File: config.mk
export PLATFORM = sky130hd
export DESIGN_NAME = fetch_icache
export DESIGN_NICKNAME = d
export VERILOG_FILES = /design/src/rtl/icache_pkg.sv /design/src/rtl/icache_tag_store.sv /design/src/rtl/icache_data_store.sv /design/src/rtl/icache_rr.sv /design/src/rtl/icache_line_buf.sv /design/src/rtl/fetch_icache.sv
export SDC_FILE = /design/constraint.sdc
export NUM_CORES = 1
export LEC_CHECK = 0
export BUFFER_PORTS_ARGS = -buffer_cell sky130_fd_sc_hd__buf_2
export CORE_MARGIN = 2
export CORE_UTILIZATION = 57
export CTS_BUF_LIST = sky130_fd_sc_hd__clkbuf_4 sky130_fd_sc_hd__clkbuf_8 sky130_fd_sc_hd__clkbuf_16
export DETAILED_ROUTE_END_ITERATION = 6
export PLACE_DENSITY = 0.76
export SLEW_MARGIN = 20
export SYNTH_ARGS = -nofsm -noshare
export SYNTH_HDL_FRONTEND = slang
export SYNTH_SLANG_ARGS = --single-unit
export TNS_END_PERCENT = 50
File: constraint.sdc
create_clock -name clk_i -period 4.15 [get_ports clk_i]
set_input_delay 0.415 -clock clk_i [delete_from_list [all_inputs] [get_ports clk_i]]
set_output_delay 0.415 -clock clk_i [all_outputs]
set_load 0.005 [all_outputs]
File: src/rtl/icache_pkg.sv
package icache_pkg;
  function automatic int unsigned bits_of(input int unsigned n);
    return (n > 1) ? $clog2(n) : 1;
  endfunction

  typedef enum logic [1:0] {
    SRC_FLASH = 2'd0,
    SRC_BUF   = 2'd1,
    SRC_ARR   = 2'd2
  } fetch_src_e;
endpackage

File: src/rtl/icache_tag_store.sv
module icache_tag_store #(
  parameter int unsigned WAYS = 2,
  parameter int unsigned SETS = 8,
  parameter int unsigned TW   = 7,
  parameter int unsigned WPL  = 4,
  localparam int unsigned IW  = icache_pkg::bits_of(SETS),
  localparam int unsigned YW  = icache_pkg::bits_of(WAYS)
) (
  input  logic                          clk_i,
  input  logic                          rst_ni,
  input  logic [IW-1:0]                 rd_idx_i,
  output logic [WAYS-1:0][TW-1:0]       rd_tag_o,
  output logic [WAYS-1:0][WPL-1:0]      rd_vld_o,
  input  logic                          wr_en_i,
  input  logic                          wr_merge_i,
  input  logic [YW-1:0]                 wr_way_i,
  input  logic [IW-1:0]                 wr_idx_i,
  input  logic [TW-1:0]                 wr_tag_i,
  input  logic [WPL-1:0]                wr_vld_i
);
  logic [TW-1:0]  tag_q [WAYS][SETS];
  logic [WPL-1:0] vld_q [WAYS][SETS];

  always_ff @(posedge clk_i or negedge rst_ni) begin
    if (!rst_ni) begin
      for (int w = 0; w < WAYS; w++)
        for (int s = 0; s < SETS; s++)
          vld_q[w][s] <= '0;
    end else if (wr_en_i) begin
      // merge keeps words already placed in this way
      vld_q[wr_way_i][wr_idx_i] <= wr_merge_i ? (vld_q[wr_way_i][wr_idx_i] | wr_vld_i)
                                              : wr_vld_i;
    end
  end

  always_ff @(posedge clk_i) begin
    if (wr_en_i && !wr_merge_i) tag_q[wr_way_i][wr_idx_i] <= wr_tag_i;
  end

  for (genvar w = 0; w < WAYS; w++) begin : g_rd
    assign rd_tag_o[w] = tag_q[w][rd_idx_i];
    assign rd_vld_o[w] = vld_q[w][rd_idx_i];
  end
endmodule

File: src/rtl/icache_data_store.sv
module icache_data_store #(
  parameter int unsigned WAYS = 2,
  parameter int unsigned SETS = 8,
  parameter int unsigned WPL  = 4,
  parameter int unsigned DW   = 16,
  localparam int unsigned IW  = icache_pkg::bits_of(SETS),
  localparam int unsigned YW  = icache_pkg::bits_of(WAYS),
  localparam int unsigned OW  = icache_pkg::bits_of(WPL)
) (
  input  logic                      clk_i,
  input  logic [IW-1:0]             rd_idx_i,
  input  logic [OW-1:0]             rd_off_i,
  output logic [WAYS-1:0][DW-1:0]   rd_word_o,
  input  logic                      wr_en_i,
  input  logic [YW-1:0]             wr_way_i,
  input  logic [IW-1:0]             wr_idx_i,
  input  logic [WPL-1:0]            wr_mask_i,
  input  logic [WPL-1:0][DW-1:0]    wr_line_i
);
  logic [DW-1:0] mem_q [WAYS][SETS][WPL];

  always_ff @(posedge clk_i) begin
    if (wr_en_i) begin
      for (int k = 0; k < WPL; k++)
        if (wr_mask_i[k]) mem_q[wr_way_i][wr_idx_i][k] <= wr_line_i[k];
    end
  end

  for (genvar w = 0; w < WAYS; w++) begin : g_rd
    assign rd_word_o[w] = mem_q[w][rd_idx_i][rd_off_i];
  end
endmodule

File: src/rtl/icache_rr.sv
module icache_rr #(
  parameter int unsigned WAYS = 2,
  parameter int unsigned SETS = 8,
  localparam int unsigned IW  = icache_pkg::bits_of(SETS),
  localparam int unsigned YW  = icache_pkg::bits_of(WAYS)
) (
  input  logic          clk_i,
  input  logic          rst_ni,
  input  logic [IW-1:0] idx_i,
  input  logic          adv_i,
  output logic [YW-1:0] way_o
);
  logic [YW-1:0] ptr_q [SETS];

  assign way_o = ptr_q[idx_i];

  always_ff @(posedge clk_i or negedge rst_ni) begin
    if (!rst_ni) begin
      for (int s = 0; s < SETS; s++) ptr_q[s] <= '0;
    end else if (adv_i) begin
      ptr_q[idx_i] <= (ptr_q[idx_i] == YW'(WAYS - 1)) ? '0 : ptr_q[idx_i] + 1'b1;
    end
  end
endmodule

File: src/rtl/icache_line_buf.sv
module icache_line_buf #(
  parameter int unsigned LAW  = 10,
  parameter int unsigned WPL  = 4,
  parameter int unsigned DW   = 16,
  parameter int unsigned WAYS = 2,
  localparam int unsigned OW  = icache_pkg::bits_of(WPL),
  localparam int unsigned YW  = icache_pkg::bits_of(WAYS)
) (
  input  logic                   clk_i,
  input  logic                   rst_ni,
  input  logic                   alloc_i,
  input  logic [LAW-1:0]         alloc_line_i,
  input  logic                   alloc_in_arr_i,
  input  logic [YW-1:0]          alloc_way_i,
  input  logic                   fill_i,
  input  logic [OW-1:0]          fill_off_i,
  input  logic [DW-1:0]          fill_word_i,
  input  logic                   commit_i,
  input  logic [YW-1:0]          commit_way_i,
  output logic                   lv_o,
  output logic [LAW-1:0]         line_o,
  output logic [WPL-1:0]         wv_o,
  output logic [WPL-1:0][DW-1:0] words_o,
  output logic                   pend_o,
  output logic                   in_arr_o,
  output logic [YW-1:0]          way_o
);
  logic [WPL-1:0] sel;
  assign sel = WPL'(1) << fill_off_i;

  always_ff @(posedge clk_i or negedge rst_ni) begin
    if (!rst_ni) begin
      lv_o     <= 1'b0;
      line_o   <= '0;
      wv_o     <= '0;
      pend_o   <= 1'b0;
      in_arr_o <= 1'b0;
      way_o    <= '0;
    end else if (alloc_i) begin
      lv_o     <= 1'b1;
      line_o   <= alloc_line_i;
      wv_o     <= sel;
      pend_o   <= 1'b1;
      in_arr_o <= alloc_in_arr_i;
      way_o    <= alloc_way_i;
    end else begin
      if (fill_i) begin
        wv_o   <= wv_o | sel;
        pend_o <= 1'b1;
      end
      if (commit_i) begin
        pend_o   <= 1'b0;
        in_arr_o <= 1'b1;
        way_o    <= commit_way_i;
      end
    end
  end

  always_ff @(posedge clk_i) begin
    if (fill_i) words_o[fill_off_i] <= fill_word_i;
  end
endmodule

File: src/rtl/fetch_icache.sv
module fetch_icache #(
  parameter int unsigned AW   = 12,
  parameter int unsigned DW   = 16,
  parameter int unsigned WPL  = 4,
  parameter int unsigned WAYS = 2,
  parameter int unsigned SETS = 8
) (
  input  logic          clk_i,
  input  logic          rst_ni,
  input  logic          fetch_req_i,
  input  logic [AW-1:0] fetch_addr_i,
  output logic [DW-1:0] fetch_data_o,
  output logic          flash_en_o,
  output logic [AW-1:0] flash_addr_o,
  input  logic [DW-1:0] flash_data_i,
  output logic          hit_o,
  output logic          miss_o,
  output logic          flash_rd_o
);
  import icache_pkg::*;

  localparam int unsigned OB  = $clog2(WPL);
  localparam int unsigned OW  = bits_of(WPL);
  localparam int unsigned IB  = $clog2(SETS);
  localparam int unsigned YW  = bits_of(WAYS);
  localparam int unsigned LAW = AW - OB;
  localparam int unsigned TW  = LAW - IB;

  logic [LAW-1:0] lk_line;
  logic [IB-1:0]  lk_idx;
  logic [TW-1:0]  lk_tag;
  logic [OW-1:0]  lk_off;

  assign lk_line = fetch_addr_i[AW-1:OB];
  assign lk_idx  = lk_line[IB-1:0];
  assign lk_tag  = lk_line[LAW-1:IB];

  if (WPL > 1) begin : g_off
    assign lk_off = fetch_addr_i[OB-1:0];
  end else begin : g_nooff
    assign lk_off = '0;
  end

  // staging buffer state
  logic                   buf_lv, buf_pend, buf_in_arr;
  logic [LAW-1:0]         buf_line;
  logic [WPL-1:0]         buf_wv;
  logic [WPL-1:0][DW-1:0] buf_words;
  logic [YW-1:0]          buf_way;
  logic [IB-1:0]          buf_idx;
  logic [TW-1:0]          buf_tag;

  assign buf_idx = buf_line[IB-1:0];
  assign buf_tag = buf_line[LAW-1:IB];

  // array read side
  logic [WAYS-1:0][TW-1:0]  arr_tag;
  logic [WAYS-1:0][WPL-1:0] arr_vld;
  logic [WAYS-1:0][DW-1:0]  arr_rd;
  logic [WAYS-1:0]          tag_match, way_hit;
  logic [YW-1:0]            found_way;
  logic [DW-1:0]            arr_word;

  always_comb begin
    tag_match = '0;
    way_hit   = '0;
    found_way = '0;
    arr_word  = '0;
    for (int w = 0; w < WAYS; w++) begin
      tag_match[w] = (|arr_vld[w]) && (arr_tag[w] == lk_tag);
      way_hit[w]   = tag_match[w] && arr_vld[w][lk_off];
      if (tag_match[w]) found_way = YW'(w);
      if (way_hit[w])   arr_word  = arr_rd[w];
    end
  end

  logic buf_match, buf_hit, arr_hit, miss, need_alloc, do_commit;
  logic [YW-1:0] victim, cmt_way;
  logic          cmt_repl, alloc_in_arr;

  assign buf_match  = buf_lv && (buf_line == lk_line);
  assign buf_hit    = fetch_req_i && buf_match && buf_wv[lk_off];
  assign arr_hit    = fetch_req_i && !buf_hit && (|way_hit);
  assign miss       = fetch_req_i && !buf_hit && !(|way_hit);
  assign need_alloc = miss && !buf_match;

  // write back only when the arrays are not being read for this fetch
  assign do_commit  = buf_pend && (!fetch_req_i || buf_hit || need_alloc);
  assign cmt_repl   = do_commit && !buf_in_arr;
  assign cmt_way    = buf_in_arr ? buf_way : victim;

  // a same-cycle eviction of the found way makes the new line fresh
  assign alloc_in_arr = (|tag_match) &&
                        !(cmt_repl && (buf_idx == lk_idx) && (victim == found_way));

  icache_tag_store #(.WAYS(WAYS), .SETS(SETS), .TW(TW), .WPL(WPL)) u_tags (
    .clk_i      (clk_i),
    .rst_ni     (rst_ni),
    .rd_idx_i   (lk_idx),
    .rd_tag_o   (arr_tag),
    .rd_vld_o   (arr_vld),
    .wr_en_i    (do_commit),
    .wr_merge_i (buf_in_arr),
    .wr_way_i   (cmt_way),
    .wr_idx_i   (buf_idx),
    .wr_tag_i   (buf_tag),
    .wr_vld_i   (buf_wv)
  );

  icache_data_store #(.WAYS(WAYS), .SETS(SETS), .WPL(WPL), .DW(DW)) u_data (
    .clk_i     (clk_i),
    .rd_idx_i  (lk_idx),
    .rd_off_i  (lk_off),
    .rd_word_o (arr_rd),
    .wr_en_i   (do_commit),
    .wr_way_i  (cmt_way),
    .wr_idx_i  (buf_idx),
    .wr_mask_i (buf_wv),
    .wr_line_i (buf_words)
  );

  icache_rr #(.WAYS(WAYS), .SETS(SETS)) u_rr (
    .clk_i  (clk_i),
    .rst_ni (rst_ni),
    .idx_i  (buf_idx),
    .adv_i  (cmt_repl),
    .way_o  (victim)
  );

  icache_line_buf #(.LAW(LAW), .WPL(WPL), .DW(DW), .WAYS(WAYS)) u_buf (
    .clk_i          (clk_i),
    .rst_ni         (rst_ni),
    .alloc_i        (need_alloc),
    .alloc_line_i   (lk_line),
    .alloc_in_arr_i (alloc_in_arr),
    .alloc_way_i    (found_way),
    .fill_i         (miss),
    .fill_off_i     (lk_off),
    .fill_word_i    (flash_data_i),
    .commit_i       (do_commit),
    .commit_way_i   (cmt_way),
    .lv_o           (buf_lv),
    .line_o         (buf_line),
    .wv_o           (buf_wv),
    .words_o        (buf_words),
    .pend_o         (buf_pend),
    .in_arr_o       (buf_in_arr),
    .way_o          (buf_way)
  );

  fetch_src_e src;
  always_comb begin
    if (buf_hit)      src = SRC_BUF;
    else if (arr_hit) src = SRC_ARR;
    else              src = SRC_FLASH;
    case (src)
      SRC_BUF: fetch_data_o = buf_words[lk_off];
      SRC_ARR: fetch_data_o = arr_word;
      default: fetch_data_o = flash_data_i;
    endcase
  end

  assign flash_en_o   = miss;
  assign flash_addr_o = fetch_addr_i;
  assign flash_rd_o   = miss;
  assign hit_o        = buf_hit || arr_hit;
  assign miss_o       = miss;
endmodule

==> out/results.tsv <==
stage	metric	value	unit
worst_setup_path	max_stage_delay	0.54	ns
placed_design	place.gp.congestion	0.9460	
yosys	yosys-top-cells-count	1200 x edfxtp_1, 379 x mux4_2, 231 x mux2_2	
finish	design_area	67770	sq um
global_routing	antenna_found_initial	3	
global_routing	grt_pass1_vias	33420	
yosys	syn_nets	2960	
worst_setup_path	critical_path_arrival	3.76	ns
sta	hold_violations	0	
clock_tree	cts_buffers	132	
sta	slew_violations	0	
sta	finalCriticalPeriod	4.179	ns
yosys	yosysWarnings	0	
status	violations	setup timing	
global_routing	grt-ovfl-total	0	
routing	wl	168400	um
routing	drt_pass1_iterations	5	
sta	clock_skew	0.03074	ns
sta	fin_ws	-0.02860	ns
worst_setup_path	crit_fanout	7	
clock_tree	cts.reportedPaths.clkPinSlew	0.06	ns
worst_setup_path	worstPathCellList	mux4_2 > mux2_4 > mux4_2 > nand4_4 > buf_12 > buf_8 > mux2i_1 > mux2_4 > o21ai_2 > buf_6 > buf_6	
worst_setup_path	crit_type	flip-flop to output pin	
clock_tree	htree_num_levels	4	
floorplan	die_y	323.2	um
placed_design	io_buffers	62	
floorplan	die-area	104400	sq um
worst_setup_path	crit_required	3.73	ns
routing	first_iter_violations	4587	
yosys	ys_seq_area_share	65.93	%
routing	post_drt_wl_per_cell	35.86	um
worst_setup_path	crit_family	multiplexers	
finish	final_net_count	3252	
yosys	synthCells	2929	
routing	drc	0	
sta	max_freq	239.3	MHz
yosys	synth_edf_count	1200	
yosys	synthesis.area	58070	sq um
yosys	synth_area_leader_cell	edfxtp_1	
power	power	30.35	mW
yosys	synth_cell_types	69	
run	maxCapViolations	0	
global_routing	grt_max_degree	93	
finish	synthToLayoutAreaGrowth	16.70	%
sta	slew_headroom	38.12	%
min_path	hold_class	input pin to flip-flop	
clock_tree	ctsLongestPathBuffers	3	
global_routing	grt_pass1_wl	236900	um
yosys	synth_most_common_cell	edfxtp_1	
power	leakagePower	22.82	nW
sta	rsz0062_at_grt	yes	
routing	via_count	32517	
placed_design	hpwl	105000	um
routing	viasPerCell	6.924	
routing	ant_nets	0	
floorplan	ios	63	
worst_setup_path	end_kind	output pin	
worst_setup_path	cp_slowest_cell	mux4_2	
worst_setup_path	cp_num_buf_inv	4	
clock_tree	cts_tree	done	
status	status	finished with violations	
sta	worstMarginPinSlew	0.9281	ns
sta	fin_crit_sh	100.7	%
clock_tree	clock_sinks	1290	
sta	setup_violations	3	
power	power_density	447.8	nW/um^2
clock_tree	root_buffer	clkbuf_16	
yosys	yosysTopAreaCellShare	62.05	%
yosys	ys.flop_type	edfxtp_1	
global_routing	grt_usage	32.63	%
floorplan	rows	117	
yosys	synth_area_per_cell	19.83	sq um
floorplan	initial_core_util	57.24	%
floorplan	fp.dieW	323.2	um
yosys	ys_seq_elements	1290	
finish	final_layout_size_suffix_gt1_share	45.88	%
yosys	ys_async_sr_fraction	6.977	%
power	ir_drop	0.0003486	V
yosys	ys_top_cells_by_area	edfxtp_1 62%, mux4_2 15%, mux2_4 5.7%, mux2_2 4.5%, dfrtp_1 3.9%	
clock_tree	clk_latency	0.75	ns
finish	fillerInstances	6445	
placed_design	placedInstanceArea	62590	sq um
floorplan	design.core.area	101400	sq um
worst_setup_path	cp-start-kind	flip-flop	
==> cell usage in the layout (no fill, tap or decap), types with 9 or more instances in the layout <==
| cell | synthesis | layout |
|---|---|---|
| a21oi_1 | 15 | 12 |
| a32o_1 | 31 | 31 |
| a32oi_1 | 11 | 11 |
| and2_1 | 28 | 28 |
| buf_12 | 2 | 108 |
| buf_2 | 43 | 50 |
| buf_4 | 19 | 175 |
| buf_6 | 25 | 17 |
| bufinv_16 | 0 | 14 |
| clkbuf_16 | 0 | 140 |
| clkbuf_4 | 0 | 29 |
| clkinv_1 | 2 | 25 |
| clkinv_2 | 0 | 22 |
| dfrtp_1 | 90 | 87 |
| dlygate4sd3_1 | 0 | 24 |
| edfxtp_1 | 1200 | 1200 |
| inv_1 | 14 | 14 |
| mux2_2 | 231 | 224 |
| mux2_4 | 220 | 227 |
| mux2i_1 | 67 | 58 |
| mux4_2 | 379 | 379 |
| nand2_1 | 80 | 79 |
| nand3_1 | 11 | 11 |
| nor2_1 | 73 | 38 |
| nor2_2 | 0 | 35 |
| nor3_1 | 36 | 28 |
| nor3_4 | 22 | 32 |
| nor4_4 | 9 | 9 |
| o21ai_0 | 21 | 11 |
| o31ai_1 | 11 | 11 |
| or3_1 | 11 | 11 |
| xnor2_1 | 21 | 21 |
==> kinds of logic after synthesis <==
kind of cell | after synthesis | share of synthesized area [%]
compound gates | 156 | 2.120
flops | 1290 | 65.93
mux | 897 | 26.02
simple gates | 324 | 3.439
xor+xnor | 21 | 0.3167
buf+inv | 241 | 2.172
==> worst reg2reg max path, stage by stage, from the launching register on <==
cell,delay (ns)
dfrtp_2,0.44
mux4_2,0.48
mux2_4,0.30
mux4_2,0.54
nand4_4,0.18
buf_6,0.13
buf_4,0.12
a31oi_4,0.11
buf_12,0.19
or2_2,0.47
nor3_4,0.33
buf_12,0.21
==> flip-flops by register name (all words and copies together) (netlist names) <==
register        flops
u_buf.pend_o        1
u_data.mem_q     1024
u_buf.lv_o          1
u_rr.ptr_q          8
u_tags.tag_q      112
u_buf.words_o      64
u_buf.in_arr_o      1
u_buf.line_o       10
u_buf.way_o         1
u_tags.vld_q       64
u_buf.wv_o          4
==> worst paths after layout <==
path	startpoint	cells past startpoint	slack, ns	end
setup / recovery	u_tags.vld_q[12]	11	-0.03	fetch_data_o[0]
hold / removal	fetch_addr_i[3]	4	0.21	u_buf.line_o[1]
setup reg to reg	u_tags.vld_q[12]	11	0.33	u_data.mem_q[0][259]
hold reg to reg	u_buf.lv_o	1	0.49	u_buf.lv_o
max in group asynchronous	rst_ni	3	2.88	u_buf.wv_o[2]
min in group asynchronous	rst_ni	2	0.33	u_tags.vld_q[14]
==> cell type report <==
| class | instances | area [sq um] | area share, % |
|---|---|---|---|
| Antenna cell | 4 | 10.01 | 0.01477 |
| Tap cell | 1368 | 1712 | 2.526 |
| Sequential cell | 1290 | 38290 | 56.50 |
| Clock buffer | 168 | 3685 | 5.437 |
| Timing Repair Buffer | 383 | 4338 | 6.401 |
| Inverter | 16 | 60.06 | 0.08862 |
| Multi-Input combinational cell | 1398 | 18930 | 27.93 |
| Clock inverter | 69 | 747.0 | 1.102 |
==> power breakdown <==
group | internal, mW | switching, mW
Sequential | 14.6 | 0.402
Clock | 7.18 | 4.98
Combinational | 1.49 | 1.67
==> metal layers <==
metal / vias up / part of all wire [%] / track usage, % / routed length [um]
li1: 12708 / - / - / -
met1: 17021 / 35 / 42.78 / 59110
met2: 2327 / 48 / 51.38 / 80180
met3: 457 / 12 / 8.221 / 19930
met4: 4 / 5.4 / 16.19 / 9178
met5: - / 0.014 / 0 / 24
==> stage by stage <==
step | std cells | util (%) | hold WS (ns) | worst slack [ns] | setup TNS (ns)
detailed placement | 4417 | 61.69 | 0.4668 | -0.1013 | -1.903
finish | 4696 | 66.80 | 0.2113 | -0.02860 | -0.07563
global route | 4693 | 66.79 | 0.2321 | -0.09091 | -0.4838
floorplan | 2929 | - | 0.1194 | -0.2853 | -33.51
global placement | 4417 | 61.69 | 0.4640 | -0.06693 | -0.3450
CTS | 4686 | 66.61 | 0.1734 | -0.04955 | -0.3486
==> what timing repair did <==
action / CTS / global route
pin swaps: 8 / 13
hold endpoints to repair: 136 / 0
hold buffers: 24 / 0
setup endpoints to repair: 20 / 19
cloned: 1 / 2
buffers inserted: 11 / 7
gates resized for setup: 57 / 26
No activity file was read; power rests on OpenSTA's default activity.
